File: config.mk
export PLATFORM = sky130hd
export DESIGN_NAME = bitmanip_unit
export DESIGN_NICKNAME = d
export VERILOG_FILES = /design/src/rtl/bmu_pkg.sv /design/src/rtl/bmu_simple_ops.sv /design/src/rtl/bmu_fast_shift.sv /design/src/rtl/bitmanip_unit.sv
export SDC_FILE = /design/constraint.sdc
export NUM_CORES = 1
export LEC_CHECK = 0
export BUFFER_PORTS_ARGS = -buffer_cell sky130_fd_sc_hd__buf_4
export CORE_AREA = 2 2 179 111
export DETAILED_ROUTE_END_ITERATION = 10
export DIE_AREA = 0 0 181 113
export GPL_TIMING_DRIVEN = 0
export PLACE_DENSITY = 0.74
export SLEW_MARGIN = 20
export SYNTH_ARGS = -nofsm -noshare
export SYNTH_HDL_FRONTEND = slang
export SYNTH_SLANG_ARGS = --single-unit
File: constraint.sdc
create_clock -name clk_i -period 7.25 [get_ports clk_i]
set_input_delay 0.3625 -clock clk_i [delete_from_list [all_inputs] [get_ports clk_i]]
set_output_delay 0.3625 -clock clk_i [all_outputs]
set_load 0.05 [all_outputs]
File: src/rtl/bmu_pkg.sv
package bmu_pkg;

    localparam int XLEN  = 32;
    localparam int OPW   = 5;
    localparam int CNTW  = $clog2(XLEN) + 1;
    localparam int SHW   = $clog2(XLEN);
    localparam int NBYTE = XLEN / 8;

    localparam logic [OPW-1:0] OP_ANDN  = 5'd0;
    localparam logic [OPW-1:0] OP_ORN   = 5'd1;
    localparam logic [OPW-1:0] OP_XNOR  = 5'd2;
    localparam logic [OPW-1:0] OP_CLZ   = 5'd3;
    localparam logic [OPW-1:0] OP_CTZ   = 5'd4;
    localparam logic [OPW-1:0] OP_CPOP  = 5'd5;
    localparam logic [OPW-1:0] OP_ROL   = 5'd6;
    localparam logic [OPW-1:0] OP_ROR   = 5'd7;
    localparam logic [OPW-1:0] OP_RORI  = 5'd8;
    localparam logic [OPW-1:0] OP_MAX   = 5'd9;
    localparam logic [OPW-1:0] OP_MAXU  = 5'd10;
    localparam logic [OPW-1:0] OP_MIN   = 5'd11;
    localparam logic [OPW-1:0] OP_MINU  = 5'd12;
    localparam logic [OPW-1:0] OP_SEXTB = 5'd13;
    localparam logic [OPW-1:0] OP_SEXTH = 5'd14;
    localparam logic [OPW-1:0] OP_ZEXTH = 5'd15;
    localparam logic [OPW-1:0] OP_ORCB  = 5'd16;
    localparam logic [OPW-1:0] OP_REV8  = 5'd17;

    typedef enum logic [1:0] {
        ST_IDLE,
        ST_PREP,
        ST_RUN,
        ST_FIN
    } bmu_state_e;

    typedef struct packed {
        bmu_state_e        state;
        logic [OPW-1:0]    op;
        logic [XLEN-1:0]   work;
        logic [XLEN-1:0]   opb;
        logic [SHW-1:0]    shamt;
        logic [CNTW-1:0]   acc;
        logic [CNTW-1:0]   steps;
        logic [XLEN-1:0]   res;
        logic              done;
        logic              unsup;
    } bmu_regs_t;

    function automatic logic is_count_op(input logic [OPW-1:0] op);
        return (op == OP_CLZ) || (op == OP_CTZ) || (op == OP_CPOP);
    endfunction

    function automatic logic is_rot_op(input logic [OPW-1:0] op);
        return (op == OP_ROL) || (op == OP_ROR) || (op == OP_RORI);
    endfunction

    function automatic logic is_shift_op(input logic [OPW-1:0] op);
        return is_count_op(op) || is_rot_op(op);
    endfunction

    function automatic logic [XLEN-1:0] bit_reverse(input logic [XLEN-1:0] v);
        logic [XLEN-1:0] r;
        for (int i = 0; i < XLEN; i++) begin
            r[i] = v[XLEN-1-i];
        end
        return r;
    endfunction

endpackage

File: src/rtl/bmu_simple_ops.sv
module bmu_simple_ops
    import bmu_pkg::*;
(
    input  logic [OPW-1:0]  op_i,
    input  logic [XLEN-1:0] a_i,
    input  logic [XLEN-1:0] b_i,
    output logic [XLEN-1:0] y_o,
    output logic            hit_o
);

    logic [XLEN-1:0] orcb;
    logic [XLEN-1:0] rev8;
    logic            s_gt;
    logic            u_gt;

    for (genvar i = 0; i < NBYTE; i++) begin : g_byte
        assign orcb[8*i +: 8] = (|a_i[8*i +: 8]) ? 8'hFF : 8'h00;
        assign rev8[8*i +: 8] = a_i[XLEN-8-8*i +: 8];
    end

    assign s_gt = $signed(a_i) > $signed(b_i);
    assign u_gt = a_i > b_i;

    always_comb begin
        hit_o = 1'b1;
        y_o   = '0;
        case (op_i)
            OP_ANDN:  y_o = a_i & ~b_i;
            OP_ORN:   y_o = a_i | ~b_i;
            OP_XNOR:  y_o = ~(a_i ^ b_i);
            OP_MAX:   y_o = s_gt ? a_i : b_i;
            OP_MAXU:  y_o = u_gt ? a_i : b_i;
            OP_MIN:   y_o = s_gt ? b_i : a_i;
            OP_MINU:  y_o = u_gt ? b_i : a_i;
            OP_SEXTB: y_o = {{(XLEN-8){a_i[7]}}, a_i[7:0]};
            OP_SEXTH: y_o = {{(XLEN-16){a_i[15]}}, a_i[15:0]};
            OP_ZEXTH: y_o = {{(XLEN-16){1'b0}}, a_i[15:0]};
            OP_ORCB:  y_o = orcb;
            OP_REV8:  y_o = rev8;
            default:  hit_o = 1'b0;
        endcase
    end

endmodule

File: src/rtl/bmu_fast_shift.sv
module bmu_fast_shift
    import bmu_pkg::*;
(
    input  logic [OPW-1:0]  op_i,
    input  logic [XLEN-1:0] a_i,
    input  logic [SHW-1:0]  shamt_i,
    output logic [XLEN-1:0] rot_o,
    output logic [CNTW-1:0] cnt_o
);

    logic [2*XLEN-1:0] dbl_l;
    logic [2*XLEN-1:0] dbl_r;
    logic [CNTW-1:0]   lz;
    logic [CNTW-1:0]   tz;
    logic [CNTW-1:0]   pop;

    assign dbl_l = {a_i, a_i} << shamt_i;
    assign dbl_r = {a_i, a_i} >> shamt_i;
    assign rot_o = (op_i == OP_ROL) ? dbl_l[2*XLEN-1:XLEN] : dbl_r[XLEN-1:0];

    always_comb begin
        logic seen_l;
        logic seen_t;
        lz     = '0;
        tz     = '0;
        pop    = '0;
        seen_l = 1'b0;
        seen_t = 1'b0;
        for (int i = 0; i < XLEN; i++) begin
            seen_l = seen_l | a_i[XLEN-1-i];
            seen_t = seen_t | a_i[i];
            lz     = lz  + CNTW'(!seen_l);
            tz     = tz  + CNTW'(!seen_t);
            pop    = pop + CNTW'(a_i[i]);
        end
    end

    always_comb begin
        case (op_i)
            OP_CLZ:  cnt_o = lz;
            OP_CTZ:  cnt_o = tz;
            default: cnt_o = pop;
        endcase
    end

endmodule

File: src/rtl/bitmanip_unit.sv
module bitmanip_unit
    import bmu_pkg::*;
#(
    parameter bit FAST_SHIFT = 1'b0
) (
    input  logic            clk_i,
    input  logic            rst_ni,
    input  logic            start_i,
    input  logic [4:0]      op_i,
    input  logic [31:0]     rs1_i,
    input  logic [31:0]     rs2_i,
    input  logic [4:0]      imm_i,
    output logic [31:0]     result_o,
    output logic            done_o,
    output logic            unsupported_o
);

    bmu_regs_t       q;
    bmu_regs_t       d;
    logic [XLEN-1:0] simple_y;
    logic            simple_hit;
    logic [XLEN-1:0] fast_rot;
    logic [CNTW-1:0] fast_cnt;

    bmu_simple_ops u_simple (
        .op_i  (q.op),
        .a_i   (q.work),
        .b_i   (q.opb),
        .y_o   (simple_y),
        .hit_o (simple_hit)
    );

    if (FAST_SHIFT) begin : g_par
        bmu_fast_shift u_fast (
            .op_i    (q.op),
            .a_i     (q.work),
            .shamt_i (q.shamt),
            .rot_o   (fast_rot),
            .cnt_o   (fast_cnt)
        );
    end else begin : g_ser
        assign fast_rot = '0;
        assign fast_cnt = '0;
    end

    always_comb begin
        d = q;
        case (q.state)
            ST_IDLE: begin
                d.done  = 1'b0;
                d.unsup = 1'b0;
                if (start_i) begin
                    d.state = ST_PREP;
                    d.op    = op_i;
                    d.work  = rs1_i;
                    d.opb   = rs2_i;
                    d.shamt = (op_i == OP_RORI) ? imm_i : rs2_i[SHW-1:0];
                    d.acc   = '0;
                    d.steps = '0;
                end
            end
            ST_PREP: begin
                if (is_shift_op(q.op)) begin
                    d.state = ST_RUN;
                    if (FAST_SHIFT) begin
                        d.work = fast_rot;
                        d.acc  = fast_cnt;
                    end else if (is_rot_op(q.op)) begin
                        d.acc = CNTW'(q.shamt);
                    end else if (q.op == OP_CTZ) begin
                        d.work = bit_reverse(q.work);
                    end
                end else begin
                    d.state = ST_FIN;
                    d.work  = simple_hit ? simple_y : '0;
                end
            end
            ST_RUN: begin
                if (FAST_SHIFT) begin
                    d.state = ST_FIN;
                end else if (is_rot_op(q.op)) begin
                    if (q.acc == '0) begin
                        d.state = ST_FIN;
                    end else begin
                        d.acc  = q.acc - 1'b1;
                        d.work = (q.op == OP_ROL) ? {q.work[XLEN-2:0], q.work[XLEN-1]}
                                                  : {q.work[0], q.work[XLEN-1:1]};
                    end
                end else if (q.op == OP_CPOP) begin
                    if (q.steps == CNTW'(XLEN)) begin
                        d.state = ST_FIN;
                    end else begin
                        d.acc   = q.acc + CNTW'(q.work[XLEN-1]);
                        d.work  = q.work << 1;
                        d.steps = q.steps + 1'b1;
                    end
                end else begin
                    if (q.work[XLEN-1] || (q.acc == CNTW'(XLEN))) begin
                        d.state = ST_FIN;
                    end else begin
                        d.acc  = q.acc + 1'b1;
                        d.work = q.work << 1;
                    end
                end
            end
            ST_FIN: begin
                d.state = ST_IDLE;
                d.done  = 1'b1;
                d.unsup = !simple_hit && !is_shift_op(q.op);
                d.res   = is_count_op(q.op) ? XLEN'(q.acc) : q.work;
            end
            default: d.state = ST_IDLE;
        endcase
    end

    always_ff @(posedge clk_i) begin
        if (!rst_ni) begin
            q <= '0;
        end else begin
            q <= d;
        end
    end

    assign result_o      = q.res;
    assign done_o        = q.done;
    assign unsupported_o = q.unsup;

endmodule

==> results.tsv <==
stage	metric	value	unit
outcome	status	finished clean	
timing	finalWorstSetupSlack	3160	ps
synthesis	synth-xor-area-share	0.00664	
critical_path	cp-end-kind	register	
cts	insertion_delay	440	ps
timing	fin_crit	4090	ps
synthesis	synth.top_cells.by_count	166 x nand2_1, 164 x a21oi_1, 124 x nor2_1, 122 x dfxtp_1, 85 x clkbuf_1	
critical_path	regToRegSetupSlack	3160	ps
cts	cts_resized	0	
timing	hold_viol_final	0	
synthesis	synth-seq-cells	122	
synthesis	synth_fa_ha_area_frac	0.104	
place	place_congestion	1.05	
critical_path	crit_fanout	10	
place	dpl.cell_count	1629	
floorplanning	coreArea	18700	um^2
critical_path	crit_family	simple AND/OR/NAND/NOR gates	
cts	htreeDepth	4	
grt	grt_max_degree	17	
synthesis	ys_top_cells_by_area	dfxtp_1 26%, ha_1 10%, a21oi_1 8.9%	
synthesis	yosysMostFrequentCell	nand2_1	
timing	rsz0062_at_grt	no	
timing	fmax	245	MHz
synthesis	ys_seq_area_frac	0.264	
floorplanning	die_w	181	um
cts	hold_buffers	0	
timing	worst_pin_slew	1110	ps
cts	cts.sinks	122	
critical_path	crit_type	reg2reg	
cts	cts_root_buf	clkbuf_16	
detailed_routing	vias_per_cell	6.26	
place	dp_slack	3490	ps
critical_path	arrival	4450	ps
grt	antenna_found_initial	0	
finish	finalNonFillerCells	1662	
finish	antenna_cells	0	
detailed_routing	drtPass1Iterations	6	
timing	finalCritPeriodShare	0.564	
power_and_ir_drop	power_per_cell_area	437	nW/um^2
synthesis	yosys.area_share.simple	0.232	
finish	n_fill_cell	1849	
synthesis	ys.flop_type	dfxtp_1	
synthesis	syn_nets	1428	
floorplanning	start_util	0.493	
floorplanning	die-area	20500	um^2
cts	cts_max_path_buffers	2	
synthesis	synth_area_per_cell	7.25	um^2
timing	skew	13.3	ps
finish	syn_to_final_growth	18.9	%
cts	clkTransAtPathRegs	60	ps
place	place_hpwl	31.5	mm
synthesis	synth_area	9240	um^2
power_and_ir_drop	p_leak	4.17	nW
detailed_routing	drc_errors	0	
synthesis	synth_warnings	0	
synthesis	netlist.area_leader.share	0.264	
synthesis	async_flop_share	0	
critical_path	path_buf_inv	2	
grt	grt_pass1_wl	59.4	mm
floorplanning	ioPinCount	111	
detailed_routing	vias	10400	
synthesis	yosysTopAreaCell	dfxtp_1	
synthesis	synth_compound_area_frac	0.245	
timing	fin_tns_setup	0	ps
floorplanning	die_y	113	um
grt	grt_pass1_vias	9577	
synthesis	ys_types	65	
cts	cts-buffers-inserted	17	
detailed_routing	drt_iter0_drc	1398	
power_and_ir_drop	power	4.80	mW
finish	nets	1556	
detailed_routing	wl	40.2	mm
cts	postCtsSetupRepairBufs	0	
synthesis	synth_cells	1275	
power_and_ir_drop	ir_drop	243	uV
synthesis	synthMuxAreaShare	0.0466	
critical_path	cpPeakStageDelay	980	ps
place	io_buffers	108	
detailed_routing	postRouteAntennaNets	0	
floorplanning	rows	39	
run	drv_cap	0	
detailed_routing	wl_per_cell	24.2	um
synthesis	synth_top_family_by_area	compound AO/OA/AOI/OAI gates	
critical_path	cp.required	7620	ps
timing	slew_violations	0	
synthesis	synth_edf_count	0	
grt	grt_use_total	0.393	
timing	max_slew_margin	0.252	
cts	cts_tree	built	
grt	overflow	0	
finish	utilization	0.586	
critical_path	crit_chain	inv_1 > ha_1 > nand4_1 > nor4_1 > nand2_1 > o311a_1 > a221o_2 > nand3_4 > buf_6 > mux2i_1	
critical_path	startpoint_type	register	
timing	setup_viol	0	
finish	layout-drive-gt1-share	0.138	
min_path	holdCritPathClass	in2reg	
critical_path	worst_path_max_delay_cell	nor4_1	
-- report_power, final --
group          total, mW  internal [mW]  leakage, nW  switching (mW)
combinational       2.66          0.875         2.88            1.79
clock              0.908          0.568        0.293           0.340
sequential          1.23          0.832        0.995           0.397
total               4.80           2.28         4.17            2.52
-- through the flow --
stage	cell area, um^2	hold slack, ps
floorplan	9240	440
global placement	10400	451
detailed placement	10400	456
CTS	11000	158
global route	11000	171
finish	11000	166
-- worst reg2reg max path: stages (launching register included) --
cell     delay (ps)
dfxtp_1         450
inv_1            70
ha_1            400
nand4_1         200
nor4_1          980
nand2_1         460
o311a_1         380
a221o_2         470
nand3_4         160
buf_6           220
mux2i_1         230
-- area by class of cell --
class                           count  area, um^2  share of cell area
Multi-Input combinational cell    942        5870               0.534
Sequential cell                   122        2440               0.222
Timing Repair Buffer              109         818              0.0745
Buffer                            133         642              0.0584
Clock buffer                       22         474              0.0432
Tap cell                          246         308              0.0280
Inverter                           78         293              0.0267
Clock inverter                     10         140              0.0128
-- state kept, by name, summed over array words and instances (netlist names) --
name / flops
done_o: 1
result_o: 32
q: 88
unsupported_o: 1
-- cells by family after synthesis --
group / after synthesis
adders and majority gates: 76
buffers and inverters: 211
AOI/OAI and AO/OA: 350
xor gates and xnor gates: 7
DFF: 122
muxes: 43
and+or+nand+nor: 466
-- metal layers --
layer,global-route usage,vias to the layer above,part of all wire
met5,0.0259,-,0.0016
met4,0.111,2,0.023
met3,0.216,65,0.18
met2,0.491,759,0.35
met1,0.561,4804,0.45
li1,-,4779,-
-- worst paths after layout --
kind	depth (start not counted)	startpoint	end
worst max-delay path	10	q[82]	q[114]
worst min-delay path	3	rs2_i[17]	q[68]
worst max register to register	10	q[82]	q[114]
worst min register to register	2	result_o[15]	result_o[15]
-- cells in the final DEF (no fill, tap or decap), types with 3 or more instances in the layout --
| cell | n |
|---|---|
| nand2_1 | 166 |
| a21oi_1 | 164 |
| buf_4 | 140 |
| nor2_1 | 124 |
| dfxtp_1 | 122 |
| clkbuf_1 | 87 |
| inv_1 | 75 |
| ha_1 | 75 |
| nor3_1 | 64 |
| mux2i_1 | 43 |
| a221oi_1 | 40 |
| nand3_1 | 39 |
| o41ai_1 | 28 |
| a22oi_1 | 26 |
| a31oi_1 | 24 |
| o21ai_0 | 20 |
| clkbuf_16 | 17 |
| a211oi_1 | 15 |
| nor4_1 | 13 |
| nand4_1 | 12 |
| nor2b_1 | 8 |
| buf_1 | 8 |
| nand2b_1 | 7 |
| buf_2 | 6 |
| nand3b_1 | 5 |
| and3_1 | 5 |
| o21a_1 | 5 |
| xor2_1 | 5 |
| and2_1 | 4 |
| or3_1 | 3 |
| nor3b_1 | 3 |
| a21boi_0 | 3 |
| a31o_2 | 3 |
| clkbuf_8 | 3 |
| bufinv_16 | 3 |
| clkinvlp_4 | 3 |
Power figures use the tool's default switching activity.
